`src/rtl/twohp_pkg.sv`:
```
package twohp_pkg;
  typedef enum logic [2:0] {
    S_IDLE, S_CMD, S_ADDR, S_DECODE, S_RETRY, S_TURN, S_DATA, S_WAIT
  } phase_e;
  localparam int PAIR_W     = 2;
  localparam int BYTE_W     = 8;
  localparam int PAIRS_BYTE = BYTE_W / PAIR_W;
endpackage

```
`src/rtl/twohp_regfile.sv`:
```
module twohp_regfile #(
  parameter logic [7:0] REG_BASE = 8'hC0,
  parameter int         NUM_REGS = 8,
  parameter logic [7:0] CFG_ADDR = 8'hC2
) (
  input  logic       clk_i,
  input  logic       rst_ni,
  input  logic [7:0] addr_i,
  input  logic       we_i,
  input  logic [7:0] wdata_i,
  output logic [7:0] rdata_o,
  output logic       hit_o,
  output logic       stall_o,
  output logic       pushpull_o
);
  localparam int         IDX_W   = (NUM_REGS > 1) ? $clog2(NUM_REGS) : 1;
  localparam logic [8:0] MAP_END = 9'(REG_BASE) + 9'(NUM_REGS);
  localparam logic [7:0] CFG_OFS = CFG_ADDR - REG_BASE;
  localparam int         CFG_IDX = int'(CFG_OFS);

  logic [7:0]       regs [NUM_REGS];
  logic [7:0]       offs;
  logic [IDX_W-1:0] idx;

  assign offs  = addr_i - REG_BASE;
  assign idx   = offs[IDX_W-1:0];
  assign hit_o = (addr_i >= REG_BASE) && ({1'b0, addr_i} < MAP_END);

  for (genvar g = 0; g < NUM_REGS; g++) begin : g_reg
    always_ff @(posedge clk_i or negedge rst_ni) begin
      if (!rst_ni)                                  regs[g] <= '0;
      else if (we_i && hit_o && idx == IDX_W'(g))   regs[g] <= wdata_i;
    end
  end

  assign rdata_o    = regs[idx];
  assign pushpull_o = regs[CFG_IDX][0];
  // hold bit stops every mapped transfer except to the config register itself
  assign stall_o    = regs[CFG_IDX][7] && (addr_i != CFG_ADDR);

  p_we_mapped_r6: assert property (@(posedge clk_i) disable iff (!rst_ni)
    we_i |-> hit_o && !stall_o);
endmodule

```
`src/rtl/twohp_fsm.sv`:
```
module twohp_fsm
  import twohp_pkg::*;
(
  input  logic       clk_i,
  input  logic       rst_ni,
  input  logic [1:0] had_i,
  input  logic       ctl_i,
  input  logic [7:0] rdata_i,
  input  logic       hit_i,
  input  logic       stall_i,
  output logic [7:0] addr_o,
  output logic       we_o,
  output logic [7:0] wdata_o,
  output logic [1:0] had_o,
  output logic       had_oe_o,
  output logic       ctl_o,
  output logic       ctl_oe_o
);
  localparam logic [1:0] LAST = 2'(PAIRS_BYTE - 1);

  phase_e     state_q;
  logic [1:0] cnt_q;
  logic [7:0] sh_q;
  logic [7:0] nxt_byte;
  logic       rd_q, hit_q, stop_q;
  logic [7:0] addr_q;

  assign nxt_byte = {sh_q[5:0], had_i};

  always_ff @(posedge clk_i or negedge rst_ni) begin
    if (!rst_ni) begin
      state_q <= S_IDLE;
      cnt_q   <= '0;
      sh_q    <= '0;
      rd_q    <= 1'b0;
      hit_q   <= 1'b0;
      stop_q  <= 1'b0;
      addr_q  <= '0;
    end else begin
      unique case (state_q)
        S_IDLE: if (ctl_i) begin
          sh_q    <= {6'd0, had_i};
          cnt_q   <= 2'd1;
          state_q <= S_CMD;
        end
        S_CMD: begin
          sh_q  <= nxt_byte;
          cnt_q <= cnt_q + 2'd1;
          if (cnt_q == LAST) begin
            rd_q    <= nxt_byte[7];
            state_q <= S_ADDR;
          end
        end
        S_ADDR: begin
          sh_q  <= nxt_byte;
          cnt_q <= cnt_q + 2'd1;
          if (cnt_q == LAST) begin
            addr_q  <= nxt_byte;
            state_q <= S_DECODE;
          end
        end
        S_DECODE: begin
          hit_q   <= hit_i;
          stop_q  <= hit_i && stall_i;
          state_q <= S_RETRY;
        end
        S_RETRY: state_q <= (hit_q && !stop_q) ? S_TURN : S_WAIT;
        S_TURN: begin
          if (rd_q) sh_q <= rdata_i;
          cnt_q   <= '0;
          state_q <= S_DATA;
        end
        S_DATA: begin
          sh_q  <= rd_q ? {sh_q[5:0], 2'b00} : nxt_byte;
          cnt_q <= cnt_q + 2'd1;
          if (cnt_q == LAST) state_q <= S_WAIT;
        end
        S_WAIT: if (!ctl_i) state_q <= S_IDLE;
        default: state_q <= S_IDLE;
      endcase
    end
  end

  always_comb begin
    ctl_oe_o = 1'b0;
    ctl_o    = 1'b0;
    had_oe_o = 1'b0;
    had_o    = '0;
    if (state_q == S_RETRY && hit_q) begin
      ctl_oe_o = 1'b1;
      ctl_o    = !stop_q;
    end
    if (state_q == S_DATA) begin
      ctl_oe_o = 1'b1;
      ctl_o    = 1'b1;
      if (rd_q) begin
        had_oe_o = 1'b1;
        had_o    = sh_q[7:6];
      end
    end
  end

  assign addr_o  = addr_q;
  assign we_o    = (state_q == S_DATA) && (cnt_q == LAST) && !rd_q;
  assign wdata_o = nxt_byte;

  p_stop_release_r8: assert property (@(posedge clk_i) disable iff (!rst_ni)
    (ctl_oe_o && !ctl_o) |=> (!ctl_oe_o && !had_oe_o));
  p_go_turn_r3: assert property (@(posedge clk_i) disable iff (!rst_ni)
    (state_q == S_RETRY && ctl_oe_o && ctl_o) |=> (!ctl_oe_o && !had_oe_o));
  p_turn_ack_r4: assert property (@(posedge clk_i) disable iff (!rst_ni)
    (state_q == S_TURN) |=> (ctl_oe_o && ctl_o));
  p_read_drive_r5: assert property (@(posedge clk_i) disable iff (!rst_ni)
    had_oe_o |-> (ctl_oe_o && ctl_o && rd_q));
  p_byte_end_r9: assert property (@(posedge clk_i) disable iff (!rst_ni)
    (state_q == S_DATA && cnt_q == LAST) |=> (!ctl_oe_o && !had_oe_o));
  p_wait_quiet_r9: assert property (@(posedge clk_i) disable iff (!rst_ni)
    (state_q == S_WAIT && ctl_i) |=> (!ctl_oe_o && !had_oe_o));
endmodule

```
`src/rtl/twohp_irq.sv`:
```
module twohp_irq (
  input  logic clk_i,
  input  logic rst_ni,
  input  logic pushpull_i,
  input  logic req_i,
  output logic irq_o,
  output logic irq_oe_o
);
  // line is active low in both drive modes
  assign irq_oe_o = pushpull_i ? 1'b1 : req_i;
  assign irq_o    = pushpull_i ? !req_i : 1'b0;

  p_pp_drive_r10: assert property (@(posedge clk_i) disable iff (!rst_ni)
    pushpull_i |-> irq_oe_o);
  p_od_low_r10: assert property (@(posedge clk_i) disable iff (!rst_ni)
    (!pushpull_i && irq_oe_o) |-> !irq_o);
endmodule

```
`src/rtl/twohp_slave.sv`:
```
module twohp_slave #(
  parameter logic [7:0] REG_BASE = 8'hC0,
  parameter int         NUM_REGS = 8,
  parameter logic [7:0] CFG_ADDR = 8'hC2
) (
  input  logic       clk_i,
  input  logic       rst_ni,
  input  logic [1:0] had_i,
  output logic [1:0] had_o,
  output logic       had_oe_o,
  input  logic       ctl_i,
  output logic       ctl_o,
  output logic       ctl_oe_o,
  input  logic       irq_req_i,
  output logic       irq_o,
  output logic       irq_oe_o
);
  logic [7:0] addr, wdata, rdata;
  logic       we, hit, stall, pushpull;

  twohp_fsm u_fsm (
    .clk_i, .rst_ni, .had_i, .ctl_i,
    .rdata_i(rdata), .hit_i(hit), .stall_i(stall),
    .addr_o(addr), .we_o(we), .wdata_o(wdata),
    .had_o, .had_oe_o, .ctl_o, .ctl_oe_o
  );

  twohp_regfile #(.REG_BASE(REG_BASE), .NUM_REGS(NUM_REGS), .CFG_ADDR(CFG_ADDR)) u_regs (
    .clk_i, .rst_ni, .addr_i(addr), .we_i(we), .wdata_i(wdata),
    .rdata_o(rdata), .hit_o(hit), .stall_o(stall), .pushpull_o(pushpull)
  );

  twohp_irq u_irq (
    .clk_i, .rst_ni, .pushpull_i(pushpull), .req_i(irq_req_i),
    .irq_o, .irq_oe_o
  );

  p_resp_mapped_r7: assert property (@(posedge clk_i) disable iff (!rst_ni)
    (ctl_oe_o && !had_oe_o && !$past(ctl_oe_o)) |-> hit);
endmodule

```
`config.mk`:
```
export PLATFORM = sky130hd
export DESIGN_NAME = twohp_slave
export DESIGN_NICKNAME = d
export VERILOG_FILES = /design/src/rtl/twohp_pkg.sv /design/src/rtl/twohp_regfile.sv /design/src/rtl/twohp_fsm.sv /design/src/rtl/twohp_irq.sv /design/src/rtl/twohp_slave.sv
export SDC_FILE = /design/constraint.sdc
export NUM_CORES = 1
export LEC_CHECK = 0
export ABC_AREA = 1
export BUFFER_PORTS_ARGS = -buffer_cell sky130_fd_sc_hd__buf_4
export CORE_ASPECT_RATIO = 1.5
export CORE_UTILIZATION = 45
export CTS_BUF_LIST = sky130_fd_sc_hd__clkbuf_16
export DETAILED_ROUTE_END_ITERATION = 7
export SYNTH_ARGS = -nofsm -noshare
export SYNTH_HDL_FRONTEND = slang
export SYNTH_SLANG_ARGS = --single-unit
export TNS_END_PERCENT = 20
```
`constraint.sdc`:
```
create_clock -name clk_i -period 4.1 [get_ports clk_i]
set_clock_uncertainty 0.15 [all_clocks]
set_input_delay 0.615 -clock clk_i [delete_from_list [all_inputs] [get_ports clk_i]]
set_output_delay 0.615 -clock clk_i [all_outputs]
set_load 0.02 [all_outputs]
```
## Yosys cells after proc, flatten, opt, wreduce, memory -nomap -nowiden

Index checks and enable logic that the tools add are counted.

| word-level totals | value |
|---|---|
| latch bits | 0 |
| memories kept | 0 |
| output and inout bits | 7 |
| word-level logic and storage cells | 99 |
| RAM bits | 0 |
| register bits | 88 |
| bits in read-only memories | 0 |

| operators by class | value |
|---|---|
| div/mod/pow operators | 0 |
| $lt $le $gt $ge | 3 |
| reductions and logical operators | 30 |
| muxes and demuxes | 26 |
| bitwise gates (word level) | 1 |
| shift operators | 0 |
| equality and inequality tests | 22 |
| multiply operators | 0 |
| $add $sub $neg | 2 |

Operators by type and width:

| kind | count |
|---|---|
| $mux 8 | 4 |
| $pmux 8 s4 | 1 |
| $bmux 8 s3 | 1 |
| $eq 3x3->1 const B | 8 |
| $pmux 3 s8 | 1 |
| $logic_and 1x1->1 | 16 |
| $mux 3 | 5 |
| $eq 3x2->1 const B | 4 |
| $mux 2 | 5 |
| $ge 8x8->1 const B | 1 |
| $lt 8x8->1 const B | 1 |
| $mux 1 | 8 |
| $ne 2x1->1 const B | 4 |
| $ne 8x8->1 const B | 1 |
| $eq 3x1->1 const B | 2 |
| $logic_not 3->1 | 2 |
| $pmux 2 s3 | 1 |
| $reduce_and 2->1 | 3 |
| $reduce_and 5->1 | 1 |
| $ge 4x4->1 const B | 1 |
| $ne 2x2->1 const B | 2 |
| $not 3->4 | 1 |
| $reduce_bool 4->1 | 1 |
| $logic_not 1->1 | 3 |
| other kinds (7) | 7 |

## Depth between registers and ports, before layout

| logic depth | value |
|---|---|
| depth in word-level cells | 7 |
| depth in mapped cells | 9 |
| depth with buffers taken out | 8 |

## Cells and area by module

A second synthesis with hierarchy kept.

| unflattened totals | value |
|---|---|
| cells, all modules | 681 |
| area total of the unflattened synthesis | 5,108.6 um^2 |

Modules (own cells, without submodules):

| module | area an instance (um^2) | cells each | times used | sequential area each (um^2) |
|---|---|---|---|---|
| twohp_regfile | 3,567.2 | 490 | 1 | 1,601.5 |
| twohp_fsm | 1,526.5 | 187 | 1 | 600.6 |
| twohp_irq | 15.0 | 4 | 1 | 0.0 |

## Worst setup path after synthesis

Ideal clock, no wire load.

| timing path | value |
|---|---|
| path type | reg-to-output |
| start point | reg u_fsm.state_q[1] |
| end point | out ctl_o |
| cell stages (with the launch flop) | 4 |
| data arrival time | 1.210 ns |
| slack | 2.125 ns |
| cells stage by stage | dfrtp_1 > nor2_1 > nand2_1 > o31ai_1 |

| between the ends | value |
|---|---|
| word-level cells in the longest chain between the ends | 4 |
| elaborated cells between the ends (all ways) | 5 |

RTL lines:

| element | line | source |
|---|---|---|
| start: declaration | twohp_fsm.sv:21 | `phase_e state_q;` |
| start signal: assignment | twohp_fsm.sv:67 | `S_RETRY: state_q <= (hit_q && !stop_q) ? S_TURN : S_WAIT;` |
| $eq 3x3->1 | twohp_fsm.sv:89 | `if (state_q == S_RETRY && hit_q) begin` |
| $logic_and 1x1->1 | twohp_fsm.sv:89 |  |
| $mux 1 | twohp_fsm.sv:89 |  |
| $mux 1 (*) | twohp_fsm.sv:93 | `if (state_q == S_DATA) begin` |
| end: declaration | twohp_slave.sv:12 | `output logic ctl_o,` |

Mark *: on every way between the ends. The rest lies on a longest branch, timed or not.

## Worst setup path after layout

| timing path | value |
|---|---|
| start point | reg u_fsm.addr_q[1], in the netlist u_fsm.addr_o[1] |
| end point | reg u_regs.regs[63] (netlist bit) |

| between the ends | value |
|---|---|
| word-level cells in the longest chain between the ends | 4 |
| elaborated cells between the ends (all ways) | 7 |

RTL lines:

| element | line | source |
|---|---|---|
| start: declaration | twohp_fsm.sv:26 | `logic [7:0] addr_q;` |
| start signal: assignment | twohp_fsm.sv:58 | `addr_q <= nxt_byte;` |
| $ge 8x8->1 or $lt 8x8->1 (tied branches) | twohp_regfile.sv:27 | `assign hit_o = (addr_i >= REG_BASE) && ({1'b0, addr_i} < MAP_END);` |
| $logic_and 1x1->1 | twohp_regfile.sv:27 |  |
| $logic_and 1x1->1 | twohp_regfile.sv:32 | `else if (we_i && hit_o && idx == IDX_W'(g)) regs[g] <= wdata_i;` |
| $logic_and 1x1->1 (*) | twohp_regfile.sv:32 |  |
| end signal: indexed assignment | twohp_regfile.sv:32 |  |
| end: declaration | twohp_regfile.sv:21 | `logic [7:0] regs [NUM_REGS];` |

Marks and branches as above.
A chain may end at the register's enable or synchronous reset.

==> impl_metrics.yaml <==
outcome:
  outcome: "completed"
yosys:
  synth_fa_ha_area_share_pct: 0.297
  synth_most_common_cell: "nand2_1"
  synthTopCellsByCount: "185 x nand2_1, 88 x dfrtp_1, 81 x o21ai_0, 58 x nor2_1, 46 x inv_1"
  yosys.area.top_type: "dfrtp_1"
  synthDistinctLibCells: 20
  async_flop_share_pct: 100
  syn_nets: 555
  synthTopCellsByArea: "dfrtp_1 52%, nand2_1 16%, o21ai_0 9.6%"
  syn_avg_cell_area_um2: 7.69
  ys.flop_type: "dfrtp_1"
  synth_xor_area_share_pct: 0.208
  ys_seq_area_share_pct: 52.2
  synthesis.area_um2: 4220
  synth_mux_area_share_pct: 0
  synth-compound-area-share_pct: 12.0
  synth_seq_cells: 88
  yosys_warnings: 0
  synth_top_family_by_area: "simple AND/OR/NAND/NOR gates"
  synth_edf_count: 0
  synth_top_cell_area_share_pct: 52.2
  synthCells: 548
  synthSimpleGateAreaFrac_pct: 28.0
cells_and_area:
  nets: 562
  syn2layout_area_growth_pct: 11.1
  antenna_cells: 0
  drive_gt1_share_pct: 6.43
  fin_area_um2: 4680
run:
  maxCapViolCount: 0
clock_network:
  post_cts_buffers: 0
  clkTransAtPathRegs_ns: 0.07
  htreeDepth: 3
  tritoncts.num_buffers: 9
  cts.repair.resized: 0
  cts_tree: "built"
  clockBufferDepth: 2
  clock_sinks: 88
  cts_root_buffer: "clkbuf_16"
  hold_buffers: 0
  clk_latency_ns: 0.35
die:
  dieWidth_um: 81.0
  placementRows: 42
  start_util_pct: 47.2
  die_y_um: 121
  die-area_um2: 9770
  design.portCount: 13
  core-area_um2: 8930
sta:
  whs_ns: 0.214
  relSlewSlack_pct: 44.4
  min_period_ns: 2.42
  drv_slew: 0
  post-route-period-util_pct: 59.1
  finalSetupViolCount: 0
  rsz0062_at_grt: "false"
  worst_pin_slew_ns: 0.834
  finalHoldViolCount: 0
  worst_slack_ns: 1.68
  clock.fmax_ghz: 0.413
  final.setup.tns_ns: 0
global_routing:
  grt_pass1_vias: 3364
  grt_overflow: 0
  grt_first_pass_wirelength_um: 17400
  grt_use_total_pct: 24.6
  antenna_found_initial: 0
  grt_max_degree: 66
detailed_routing:
  drt_iter0_drc: 254
  vias_per_cell: 5.29
  wl_um: 10800
  wl_per_cell_um: 16.1
  dr.pass1.iters: 5
  vias: 3542
  postRouteAntennaNets: 0
  drc: 0
placement:
  finalWeightedCongestion: 0.872
  portBuffers: 12
  dpl_worst_slack_ns: 1.69
  dpl_cell_area_um2: 4330
  dpl.hpwl_um: 7280
critical_path:
  r2r-end: "u_regs.regs[63]$_DFFE_PN0P_"
  startpoint: "u_fsm.addr_o[1]$_DFFE_PN0P_"
  arrival_ns: 2.53
  timing.critical_path.to: "u_regs.regs[63]$_DFFE_PN0P_"
  path_max_fanout: 21
  crit_required_ns: 4.20
  r2r_cells: 5
  reg2reg_from: "u_fsm.addr_o[1]$_DFFE_PN0P_"
  setup.worst_path.class: "register to register"
  r2r_slack_ns: 1.68
  cp-end-kind: "register"
  cp-start-kind: "register"
power_and_ir_drop:
  internal_power_uw: 1860
  p_sw_share_pct: 39.6
  power.leakage_uw: 0.00234
  power.density_nw_per_um2: 656
  ir_worst_vdd_uv: 397
  pwr-share-seq_pct: 36.0
  total_power_uw: 3070
  switchingPower_uw: 1220
  clkPwrFrac_pct: 31.3
  power_frac_comb_pct: 32.7
min_path:
  hold_class: "primary input to async pin"
## critical path, stage by stage, from the launching register on
cell and delay, ns:
dfrtp_1 0.63, inv_1 0.43, nand2_1 0.23, nor2_1 0.13, nand3_1 0.41, o21ai_0 0.33
## state kept, by name, indices dropped and copies added, names as in the netlist
register / count
u_regs.regs: 63
u_fsm.addr_o: 8
u_fsm.sh_q: 8
u_fsm.state_q: 3
u_fsm.cnt_q: 2
u_fsm.hit_q: 1
u_fsm.rd_q: 1
u_fsm.stop_q: 1
u_regs.pushpull_o: 1
## worst min path at each step
stage                                startpoint                           to  slack [ns]  cells after the start
detailed placement  u_regs.regs[14]$_DFFE_PN0P_  u_regs.regs[14]$_DFFE_PN0P_        0.32                      2
floorplan                                rst_ni  u_fsm.addr_o[0]$_DFFE_PN0P_        0.17                      0
global placement    u_regs.regs[49]$_DFFE_PN0P_  u_regs.regs[49]$_DFFE_PN0P_        0.32                      2
CTS                                      rst_ni  u_regs.regs[63]$_DFFE_PN0P_        0.24                      1
finish                                   rst_ni  u_regs.regs[36]$_DFFE_PN0P_        0.21                      1
global route                             rst_ni  u_regs.regs[63]$_DFFE_PN0P_        0.27                      1
## metal layers
| metal | vias to the layer above | track usage, % | part of all wire, % |
|---|---|---|---|
| li1 | 1762 | - | - |
| met1 | 1684 | 30.2 | 42 |
| met2 | 73 | 40.7 | 51 |
| met3 | 23 | 5.21 | 3.7 |
| met4 | 0 | 11.4 | 2.9 |
| met5 | - | 0 | 0 |
## stage by stage
stage,cells,util (%)
floorplan,548,-
global placement,654,48.5
detailed placement,654,48.5
CTS,670,52.4
global route,670,52.4
finish,670,52.4
## cell families after synthesis
kind of cell | Yosys count
AND/OR/NAND/NOR | 292
AO/OA/AOI/OAI | 100
flip-flops | 88
buffers and inverters | 66
XOR/XNOR | 1
adder cells (fa/ha/maj) | 1
## power groups by stage
stage	combinational [µW]	sequential, µW	clock [µW]
after floorplan	740	1060	0
after global placement	994	1120	0
after detailed placement	1000	1120	0
after CTS	1000	1110	981
after global routing	1120	1120	1020
final	1000	1110	962
## cells in the final DEF (no fill, tap or decap), drive strengths merged
cell and instances:
o31ai 1, buf 15, ha 1, a21oi 17, o21a 1, clkinv 1
dfrtp 88, bufinv 3, nand3 45, or2 1, xor2 1, nand2 185
o21ai 81, clkbuf 9, nor4 1, nor3 1, nor2 59, inv 50
## cell type report
cell class              instances  area [µm²]
inverters                      47         176
repair buffers                 15         113
clock inverters                 7         125
flip-flops and latches         88        2200
fillers                       875        4250
multi-input cells             394        1710
clock buffers                   9         225
well taps                     110         138
Note: power is estimated with default switching activity, not from simulation.
